===== config.mk =====
export PLATFORM = sky130hd
export DESIGN_NAME = ac_link_pwr_seq
export DESIGN_NICKNAME = d
export VERILOG_FILES = /design/src/rtl/ac_pwr_pkg.sv /design/src/rtl/ac_link_sync.sv /design/src/rtl/ac_interval_timer.sv /design/src/rtl/ac_frame_gen.sv /design/src/rtl/ac_link_pwr_seq.sv
export SDC_FILE = /design/constraint.sdc
export NUM_CORES = 1
export LEC_CHECK = 0
export ABC_AREA = 1
export ABC_CLOCK_PERIOD_IN_PS = 1600
export BUFFER_PORTS_ARGS = -buffer_cell sky130_fd_sc_hd__buf_2
export CAP_MARGIN = 20
export CORE_UTILIZATION = 54
export DETAILED_ROUTE_END_ITERATION = 6
export GPL_TIMING_DRIVEN = 0
export PLACE_DENSITY_LB_ADDON = 0.12
export REMOVE_ABC_BUFFERS = 1
export SLEW_MARGIN = 10
export SYNTH_ARGS = -nofsm -noshare
export SYNTH_HDL_FRONTEND = slang
export SYNTH_SLANG_ARGS = --single-unit

===== constraint.sdc =====
create_clock -name clk -period 1.6 [get_ports clk]
set_input_delay 0.16 -clock clk [delete_from_list [all_inputs] [get_ports clk]]
set_output_delay 0.16 -clock clk [all_outputs]
set_load 0.01 [all_outputs]

===== src/rtl/ac_pwr_pkg.sv =====
package ac_pwr_pkg;

  typedef enum logic [2:0] {
    ST_COLD    = 3'd0,
    ST_WAITCLK = 3'd1,
    ST_ACTIVE  = 3'd2,
    ST_PDFRAME = 3'd3,
    ST_QUIET   = 3'd4,
    ST_HALTED  = 3'd5,
    ST_WARM    = 3'd6
  } pwr_state_e;

  localparam int unsigned SYNC_BITS = 16;
  localparam logic [6:0]  PWR_REG_ADDR = 7'h26;

  // number of local clocks covering n frames at the given frame rate, rounded up
  function automatic int unsigned frames_to_clocks(int unsigned clk_hz, int unsigned rate_hz,
                                                   int unsigned n);
    return (n * clk_hz + rate_hz - 1) / rate_hz;
  endfunction

  // bit of the powerdown frame at serial position idx (0 = first after sync rise)
  function automatic logic pd_frame_bit(int unsigned idx, logic [15:0] data);
    if (idx < 3)  return 1'b1;                       // frame, slot1, slot2 valid
    if (idx < 17) return 1'b0;                       // rest of tag, write flag
    if (idx < 24) return PWR_REG_ADDR[3'(23 - idx)]; // register address
    if (idx < 36) return 1'b0;
    if (idx < 52) return data[4'(51 - idx)];         // register data
    return 1'b0;
  endfunction

endpackage


===== src/rtl/ac_link_sync.sv =====
module ac_link_sync (
  input  logic clk,
  input  logic rst_n,
  input  logic bclk_in,
  input  logic sdin_in,
  output logic bclk_rise,
  output logic sdin_s
);
  logic [2:0] bq;
  logic [1:0] dq;

  always_ff @(posedge clk or negedge rst_n) begin
    if (!rst_n) begin
      bq <= '0;
      dq <= '0;
    end else begin
      bq <= {bq[1:0], bclk_in};
      dq <= {dq[0], sdin_in};
    end
  end

  assign bclk_rise = bq[1] & ~bq[2];
  assign sdin_s    = dq[1];
endmodule


===== src/rtl/ac_interval_timer.sv =====
module ac_interval_timer #(
  parameter int unsigned TW      = 8,
  parameter int unsigned RST_VAL = 1
) (
  input  logic          clk,
  input  logic          rst_n,
  input  logic          load,
  input  logic [TW-1:0] load_val,
  output logic          expired
);
  logic [TW-1:0] cnt;

  always_ff @(posedge clk or negedge rst_n) begin
    if (!rst_n)           cnt <= TW'(RST_VAL);
    else if (load)        cnt <= load_val;
    else if (cnt != '0)   cnt <= cnt - 1'b1;
  end

  assign expired = (cnt == '0);
endmodule


===== src/rtl/ac_frame_gen.sv =====
module ac_frame_gen
  import ac_pwr_pkg::*;
#(
  parameter int unsigned FRAME_BITS = 256,
  parameter logic [15:0] PD_DATA    = 16'h1000
) (
  input  logic clk,
  input  logic rst_n,
  input  logic run,
  input  logic step,
  input  logic pd_sel,
  output logic at_start,
  output logic at_last,
  output logic sync_o,
  output logic sdo_o
);
  localparam int unsigned IW = $clog2(FRAME_BITS);
  localparam logic [IW-1:0] LAST = IW'(FRAME_BITS - 1);

  logic [IW-1:0] idx;

  always_ff @(posedge clk or negedge rst_n) begin
    if (!rst_n) begin
      idx    <= '0;
      sync_o <= 1'b0;
      sdo_o  <= 1'b0;
    end else if (!run) begin
      idx    <= '0;
      sync_o <= 1'b0;
      sdo_o  <= 1'b0;
    end else if (step) begin
      sync_o <= (int'(idx) < SYNC_BITS);
      sdo_o  <= pd_sel & pd_frame_bit(int'(idx), PD_DATA);
      idx    <= (idx == LAST) ? '0 : idx + 1'b1;
    end
  end

  assign at_start = (idx == '0);
  assign at_last  = (idx == LAST);
endmodule


===== src/rtl/ac_link_pwr_seq.sv =====
module ac_link_pwr_seq
  import ac_pwr_pkg::*;
#(
  parameter int unsigned FRAME_BITS    = 256,
  parameter int unsigned CLK_HZ        = 100_000_000,
  parameter int unsigned FRAME_RATE_HZ = 48_000,
  parameter int unsigned QUIET_CYCLES  = frames_to_clocks(CLK_HZ, FRAME_RATE_HZ, 4),
  parameter int unsigned WARM_CYCLES   = 100,
  parameter int unsigned COLD_CYCLES   = 200,
  parameter logic [15:0] PD_DATA       = 16'h1000
) (
  input  logic clk,
  input  logic rst_n,
  input  logic sleep_req,
  input  logic wake_warm_req,
  input  logic wake_cold_req,
  input  logic bit_clk,
  input  logic sdata_in,
  output logic ac_sync,
  output logic ac_sdata_out,
  output logic ac_reset_n,
  output logic audio_ok,
  output logic link_halted,
  output logic quiet_busy
);
  localparam int unsigned MAX_A = (QUIET_CYCLES > WARM_CYCLES) ? QUIET_CYCLES : WARM_CYCLES;
  localparam int unsigned MAX_C = (MAX_A > COLD_CYCLES) ? MAX_A : COLD_CYCLES;
  localparam int unsigned TW    = $clog2(MAX_C + 1);

  pwr_state_e st, nxt;
  logic bclk_rise, sdin_s;
  logic t_load, t_exp;
  logic [TW-1:0] t_val;
  logic at_start, at_last, gen_sync, gen_sdo;
  logic sleep_pend, warm_pend, cold_pend, ready_q;

  // named internal events, also used by the checker
  logic gen_run, in_pd, in_warm, frame_edge, cold_wanted, warm_wanted;
  assign gen_run     = (st == ST_ACTIVE) || (st == ST_PDFRAME);
  assign in_pd       = (st == ST_PDFRAME);
  assign in_warm     = (st == ST_WARM);
  assign frame_edge  = bclk_rise & at_start;
  assign cold_wanted = cold_pend | wake_cold_req;
  assign warm_wanted = warm_pend | wake_warm_req;

  ac_link_sync i_sync (
    .clk(clk), .rst_n(rst_n), .bclk_in(bit_clk), .sdin_in(sdata_in),
    .bclk_rise(bclk_rise), .sdin_s(sdin_s)
  );

  ac_interval_timer #(.TW(TW), .RST_VAL(COLD_CYCLES - 1)) i_timer (
    .clk(clk), .rst_n(rst_n), .load(t_load), .load_val(t_val), .expired(t_exp)
  );

  ac_frame_gen #(.FRAME_BITS(FRAME_BITS), .PD_DATA(PD_DATA)) i_gen (
    .clk(clk), .rst_n(rst_n), .run(gen_run), .step(bclk_rise),
    .pd_sel(in_pd | ((st == ST_ACTIVE) & sleep_pend & at_start)),
    .at_start(at_start), .at_last(at_last), .sync_o(gen_sync), .sdo_o(gen_sdo)
  );

  always_comb begin
    nxt    = st;
    t_load = 1'b0;
    t_val  = '0;
    unique case (st)
      ST_COLD:    if (t_exp) nxt = ST_WAITCLK;
      ST_WAITCLK: if (bclk_rise) nxt = ST_ACTIVE;
      ST_ACTIVE:  if (frame_edge && sleep_pend) nxt = ST_PDFRAME;
      ST_PDFRAME: if (bclk_rise && at_last) begin
        nxt    = ST_QUIET;
        t_load = 1'b1;
        t_val  = TW'(QUIET_CYCLES - 1);
      end
      ST_QUIET, ST_HALTED: if (st == ST_HALTED || t_exp) begin
        if (cold_wanted) begin
          nxt = ST_COLD;  t_load = 1'b1; t_val = TW'(COLD_CYCLES - 1);
        end else if (warm_wanted) begin
          nxt = ST_WARM;  t_load = 1'b1; t_val = TW'(WARM_CYCLES - 1);
        end else begin
          nxt = ST_HALTED;
        end
      end
      ST_WARM:    if (t_exp) nxt = ST_WAITCLK;
      default:    nxt = ST_COLD;
    endcase
  end

  always_ff @(posedge clk or negedge rst_n) begin
    if (!rst_n) begin
      st         <= ST_COLD;
      sleep_pend <= 1'b0;
      warm_pend  <= 1'b0;
      cold_pend  <= 1'b0;
      ready_q    <= 1'b0;
    end else begin
      st <= nxt;
      if (st != ST_ACTIVE || nxt == ST_PDFRAME) sleep_pend <= 1'b0;
      else if (sleep_req)                       sleep_pend <= 1'b1;
      if (st != ST_QUIET || nxt != ST_QUIET) begin
        warm_pend <= 1'b0;
        cold_pend <= 1'b0;
      end else begin
        warm_pend <= warm_pend | wake_warm_req;
        cold_pend <= cold_pend | wake_cold_req;
      end
      if (!gen_run)        ready_q <= 1'b0;
      else if (frame_edge) ready_q <= sdin_s;
    end
  end

  assign ac_sync      = gen_sync | in_warm;
  assign ac_sdata_out = gen_sdo;
  assign ac_reset_n   = (st != ST_COLD);
  assign audio_ok     = (st == ST_ACTIVE) & ready_q;
  assign link_halted  = (st == ST_QUIET) || (st == ST_HALTED);
  assign quiet_busy   = (st == ST_QUIET);
endmodule


==> reports/qor.yml, run 1 <==
status:
  status: "finished with violations"
  violations: "negative setup slack"
synthesis:
  mappedNetlistArea_um2: 2140
  yosys-top-cells-area: "dfrtp_1 (36%), nand2_1 (9.3%), nor2_1 (7.2%)"
  synth_top_area_frac: 0.362
  synth_seq_cells: 36
  synthTopCellsByCount: "nand2_1 (53), nor2_1 (41), inv_1 (34)"
  synth_flop_cell: "dfrtp_1"
  synth_most_common_cell: "nand2_1"
  postSynth.asyncResetShare: 1.00
  yosysSeqAreaShare: 0.423
  syn_inst: 274
  ys_types: 31
  synth-edff-count: 0
  avgSynthCellArea_um2: 7.82
  synth_top_area_cell: "dfrtp_1"
  yosys_warnings: 0
worst_setup_path:
  regToRegSetupSlack_ns: -0.03
  worst_ep_arrival_time_ns: 1.84
  worstSetupEndpointType: "flop"
  path_class: "reg -> reg"
  r2r_cells: 9
  start_kind: "flop"
  crit_path_max_fanout: 4
  cpPeakStageDelay_ns: 0.41
  reg2reg_from: "i_gen.idx[3]"
  crit_start: "i_gen.idx[3]"
  cpMaxStageDelayCell: "dfrtp_1"
  endpoint: "warm_pend"
  worstReg2RegEnd: "warm_pend"
  path_cells: "ha_2, nand2_4, nor2_4, nand3_4, nand2_2, nand2_1, nor2_2, nand3_2, nor3_1"
  worst_ep_required_time_ns: 1.81
floorplanning:
  dieArea_um2: 4230
  rows: 22
  initial_core_util: 0.573
  fp.dieW_um: 65
  core_um2: 3740
  io_pins: 13
  die_height_um: 65
sta:
  setup_tns_ns: -0.0510
  clock-skew-final_ns: 0.00592
  tightestPinTransition_ns: 0.783
  setup_slack_ns: -0.0315
  min_period_ns: 1.63
  timing.final.crit_share: 1.02
  setup_viol: 3
  rsz0062_at_grt: "yes"
  maxSlewViolCount: 0
  maxSlewHeadroom: 0.478
  fmax_ghz: 0.613
  hold_viol_final: 0
grt:
  gr-usage-all-layers: 0.233
  grt_start_max_net_pins: 37
  grt_pass1_wl_um: 7530
  antenna_found_initial: 0
  grt_pass1_vias: 1717
  grt_overflow: 0
power_and_ir_drop:
  power.total_mw: 3.79
  ir_drop_mv: 0.998
  power_density_nw_per_um2: 1410
  p_leak_nw: 1.28
routing:
  vias: 1867
  detail_route.vias_per_cell: 5.16
  drt_iter0_drc: 106
  ant_nets: 0
  drc_errors: 0
  totalWireLength_um: 4680
  wl_per_cell_um: 12.9
  first_pass_iters: 4
clocking:
  cts_sinks: 36
  clock_latency_ns: 0.29
  cts-htree-levels: 2
  clockBufferDepth: 2
  cts_made_buffers: 5
  clock-root-buffer: "clkbuf_8"
  cts_tree: "yes"
  clkTransAtPathRegs_ns: 0.07
place:
  numPortBuffers: 12
  placed_cell_area_um2: 2250
  place_inst: 333
  routabilityCongestion: 0.885
  hpwl_um: 3010
layout:
  drive_above_1_share: 0.328
  area_growth_pct: 24.9
  fin_util: 0.715
  layout.cells.non_filler: 362
  final_nets: 329
  final_area_um2: 2680
  antenna_cells_inserted: 0
worst_hold_path:
  min-delay-path-class: "in -> reg"
  hold_start: "sleep_req"
run:
  maxCapViolCount: 0
==> stage by stage <==
stage	hold WS (ns)	worst slack [ns]
6_report	0.197	-0.0315
4_1_cts	0.195	-0.0355
3_5_place_dp	0.269	-0.283
5_1_grt	0.197	-0.150
3_3_place_gp	0.268	-0.242
2_1_floorplan	-0.136	-0.0166
==> power by group <==
| part | total, mW | leakage (nW) | internal [mW] | switching, mW |
|---|---|---|---|---|
| Sequential | 1.43 | 0.455 | 1.20 | 0.228 |
| Clock | 0.675 | 0.0510 | 0.344 | 0.332 |
| Combinational | 1.68 | 0.779 | 0.645 | 1.04 |
| Total | 3.79 | 1.28 | 2.19 | 1.60 |
==> flip-flops by register name (all words and copies together), names as in the netlist <==
signal / flops
cold_pend: 1
i_gen.idx: 8
i_gen.sdo_o: 1
i_gen.sync_o: 1
i_sync.bq: 3
i_sync.dq: 2
i_timer.cnt: 14
ready_q: 1
sleep_pend: 1
st: 3
warm_pend: 1
==> layer usage <==
metal | GRT usage | share of wire
met1 | 0.300 | 0.47
met2 | 0.384 | 0.49
met3 | 0.0616 | 0.039
met4 | 0.0611 | 0.0086
met5 | 0 | 0
==> what timing repair did <==
item                       4_1_cts  5_1_grt
hold endpoints to repair        33        0
resized for setup               22       35
setup endpoints to repair       16       29
setup buffers                   11        7
hold buffers                     3        0
pin swaps                        7       12
==> worst max-delay path, delay by kind of cell (launching register included) <==
| family | cells | cell delay, ns |
|---|---|---|
| fa+ha+maj | 1 | 0.22 |
| flops | 1 | 0.41 |
| simple gates | 8 | 0.93 |
==> how the worst min path moves through the flow <==
stage	endpoint	slack, ns	depth (start not counted)
global placement	i_sync.dq[0]	0.27	1
detailed placement	i_sync.bq[0]	0.27	1
finish	sleep_pend	0.20	3
CTS	sleep_pend	0.19	3
global route	sleep_pend	0.20	3
floorplan	cold_pend	-0.14	0
==> logic make-up (layout without fill, tap and decap cells) <==
| logic type | after synthesis | count (layout) | synth area share |
|---|---|---|---|
| and+or+nand+nor | 145 | 145 | 0.322 |
| buffers and inverters | 41 | 81 | 0.0765 |
| DFF | 36 | 36 | 0.423 |
| AOI/OAI and AO/OA | 33 | 33 | 0.0852 |
| xor gates and xnor gates | 10 | 10 | 0.0409 |
| adders and majority gates | 9 | 9 | 0.0525 |
==> cells in the final DEF, fill, tap and decap left out, drive strengths merged, types with 3 or more instances in the layout <==
cell         count
xor2             6
dfstp            5
inv             40
clkbuf           6
xnor2            4
dlygate4sd3      3
o21ai           13
dfrtp           31
buf             30
nand3           21
a21oi           12
nand2           59
nor3            13
ha               9
nor2            49
==> final cells by class <==
| cell class | instances | area, um2 |
|---|---|---|
| clock inverter | 2 | 10.0 |
| tap | 48 | 60.1 |
| multi-input combinational | 197 | 1210 |
| inverter | 40 | 168 |
| clock buffer | 6 | 82.6 |
| fill | 305 | 1070 |
| sequential | 36 | 911 |
| timing repair buffer | 33 | 233 |
(Power assumes the default switching activity.)
==> run 2: changes to the inputs <==
--- a/config.mk
+++ b/config.mk
@@ -9,7 +9,7 @@
 export ABC_CLOCK_PERIOD_IN_PS = 1600
 export BUFFER_PORTS_ARGS = -buffer_cell sky130_fd_sc_hd__buf_2
 export CAP_MARGIN = 20
-export CORE_UTILIZATION = 54
+export CORE_UTILIZATION = 35
 export DETAILED_ROUTE_END_ITERATION = 6
 export GPL_TIMING_DRIVEN = 0
 export PLACE_DENSITY_LB_ADDON = 0.12
==> run 2 against run 1 <==
The run still ends with negative setup slack left. Register-to-register slack barely moved. Sequential share of layout area decreased by 1.8 points. Worst setup slack improved by 0.0067 ns. Final area grew 5.6%. Global-route usage fell by 7.2 points. Power grew 8.2%. Maximum frequency rose by 0.41%.
==> reports/qor.yml, run 2 (same netlist as run 1, synthesis figures left out) <==
worst_setup_path:
  regToRegSetupSlack_ns: -0.02
  worst_ep_required_time_ns: 1.83
  path_class: "reg -> reg"
  worstReg2RegEnd: "i_timer.cnt[0]"
  reg2reg_from: "i_timer.cnt[0]"
  endpoint: "i_timer.cnt[0]"
  worstSetupEndpointType: "flop"
  crit_start: "i_timer.cnt[0]"
  r2r_cells: 11
  crit_path_max_fanout: 5
  start_kind: "flop"
  worst_ep_arrival_time_ns: 1.85
power_and_ir_drop:
  ir_drop_mv: 0.843
  p_leak_nw: 1.32
  power.total_mw: 4.10
  power_density_nw_per_um2: 1450
status:
  status: "finished with violations"
  violations: "negative setup slack"
layout:
  area_growth_pct: 31.8
  antenna_cells_inserted: 0
  drive_above_1_share: 0.360
  final_area_um2: 2830
  fin_util: 0.477
  final_nets: 337
  reg_top3: "i_timer.cnt x14, i_gen.idx x8"
  layout_commonest_cell: "nand2_1"
  fill_cells: 572
  largest_reg_flops: 14
  regMostFlops: "i_timer.cnt"
  final_cell_mix: "nand2_1 (47), nor2_1 (29), dfrtp_1 (29)"
grt:
  antenna_found_initial: 0
  grt_busiest_layer: "met2"
  met3_usage: 0.0409
  use_met2: 0.244
  use_met1: 0.217
  grt_start_max_net_pins: 37
  grt_overflow: 0
  grt_pass1_vias: 1698
  grt_pass1_wl_um: 7780
  gr-usage-all-layers: 0.161
routing:
  vias: 1855
  first_pass_iters: 5
  drc_errors: 0
  detail_route.vias_per_cell: 4.67
  drt_iter0_drc: 91
  wl_per_cell_um: 12.4
  ant_nets: 0
  totalWireLength_um: 4920
floorplanning:
  io_pins: 13
  fp.dieW_um: 80.3
  core_um2: 5920
  dieArea_um2: 6440
  rows: 28
  die_height_um: 80.3
  initial_core_util: 0.362
sta:
  setup_slack_ns: -0.0248
  clock-skew-final_ns: 0.00330
  timing.final.crit_share: 1.02
  setup_viol: 4
  maxSlewViolCount: 0
  min_period_ns: 1.62
  fmax_ghz: 0.615
  tightestPinTransition_ns: 0.812
  hold_viol_final: 0
  rsz0062_at_grt: "yes"
  maxSlewHeadroom: 0.458
  worst_hold_slack_ns: 0.185
clocking:
  clock_latency_ns: 0.29
  clockBufferDepth: 2
  clock-root-buffer: "clkbuf_8"
  cts-htree-levels: 2
  cts_tree: "yes"
  cts_made_buffers: 5
  clkTransAtPathRegs_ns: 0.08
  cts_sinks: 36
place:
  routabilityCongestion: 0.813
  hpwl_um: 3280
  numPortBuffers: 12
  pre_cts_ws_ns: -0.277
  placed_cell_area_um2: 2290
worst_hold_path:
  min-delay-path-class: "in -> reg"
  min_path_cells: 3
run:
  maxCapViolCount: 0
==> run 2: cell types whose count changed in the layout (fill, tap and decap cells not counted), sizes merged <==
cell,before,now
clkbuf,6,5
bufinv,0,1
clkinv,2,1
clkinvlp,0,1
buf,30,38
==> run 2: repair_timing <==
action,4_1_cts,5_1_grt
hold endpoints to repair,33,0
resized for setup,26,37
hold buffers,3,0
endpoints found under the setup margin,16,26
pin swaps,6,12
buffers inserted,10,16
==> run 2: area by class of cell <==
cell class | count | area (um2) | share of cell area
Clock buffer | 5 | 68.8 | 0.0244
Clock inverter | 3 | 42.5 | 0.0151
Inverter | 40 | 168 | 0.0593
Multi-Input combinational cell | 197 | 1250 | 0.442
Sequential cell | 36 | 910 | 0.322
Tap cell | 75 | 93.8 | 0.0332
Timing Repair Buffer | 41 | 293 | 0.104
==> run 2: worst min path at each step <==
stage	from	endpoint	slack (ns)
after detailed placement	sdata_in	i_sync.dq[0]	0.27
after global routing	sleep_req	sleep_pend	0.19
after CTS	sleep_req	sleep_pend	0.18
final	sleep_req	sleep_pend	0.19
after global placement	sdata_in	i_sync.dq[0]	0.27
after floorplan	rst_n	cold_pend	-0.14
==> run 2: report_power, final <==
group / total (mW) / switching [mW] / internal (mW)
Combinational: 1.86 / 1.08 / 0.773
Sequential: 1.42 / 0.222 / 1.20
Clock: 0.819 / 0.358 / 0.461
Total: 4.10 / 1.66 / 2.43
==> run 2: metrics by stage <==
stage / std cells / TNS (ns)
final: 397 / -0.0413
after global routing: 397 / -1.02
after CTS: 381 / -0.0207
after detailed placement: 360 / -2.28
after global placement: 360 / -2.26
after floorplan: 273 / -0.0166
==> run 2: critical path, stage by stage, from the launching register on <==
cell	delay (ns)
dfstp_2	0.56
inv_4	0.05
ha_4	0.16
nand2_2	0.06
nor2_2	0.05
nand2_4	0.09
nand2_4	0.07
nand3_4	0.10
nand2_8	0.09
buf_4	0.15
a21oi_1	0.11
nand2_1	0.07
==> run 2: metal layers <==
| metal | wire [um] | up-vias |
|---|---|---|
| met5 | 0 | - |
| met4 | 70 | 0 |
| met3 | 137 | 6 |
| met2 | 2310 | 26 |
| met1 | 2400 | 858 |
| li1 | - | 965 |
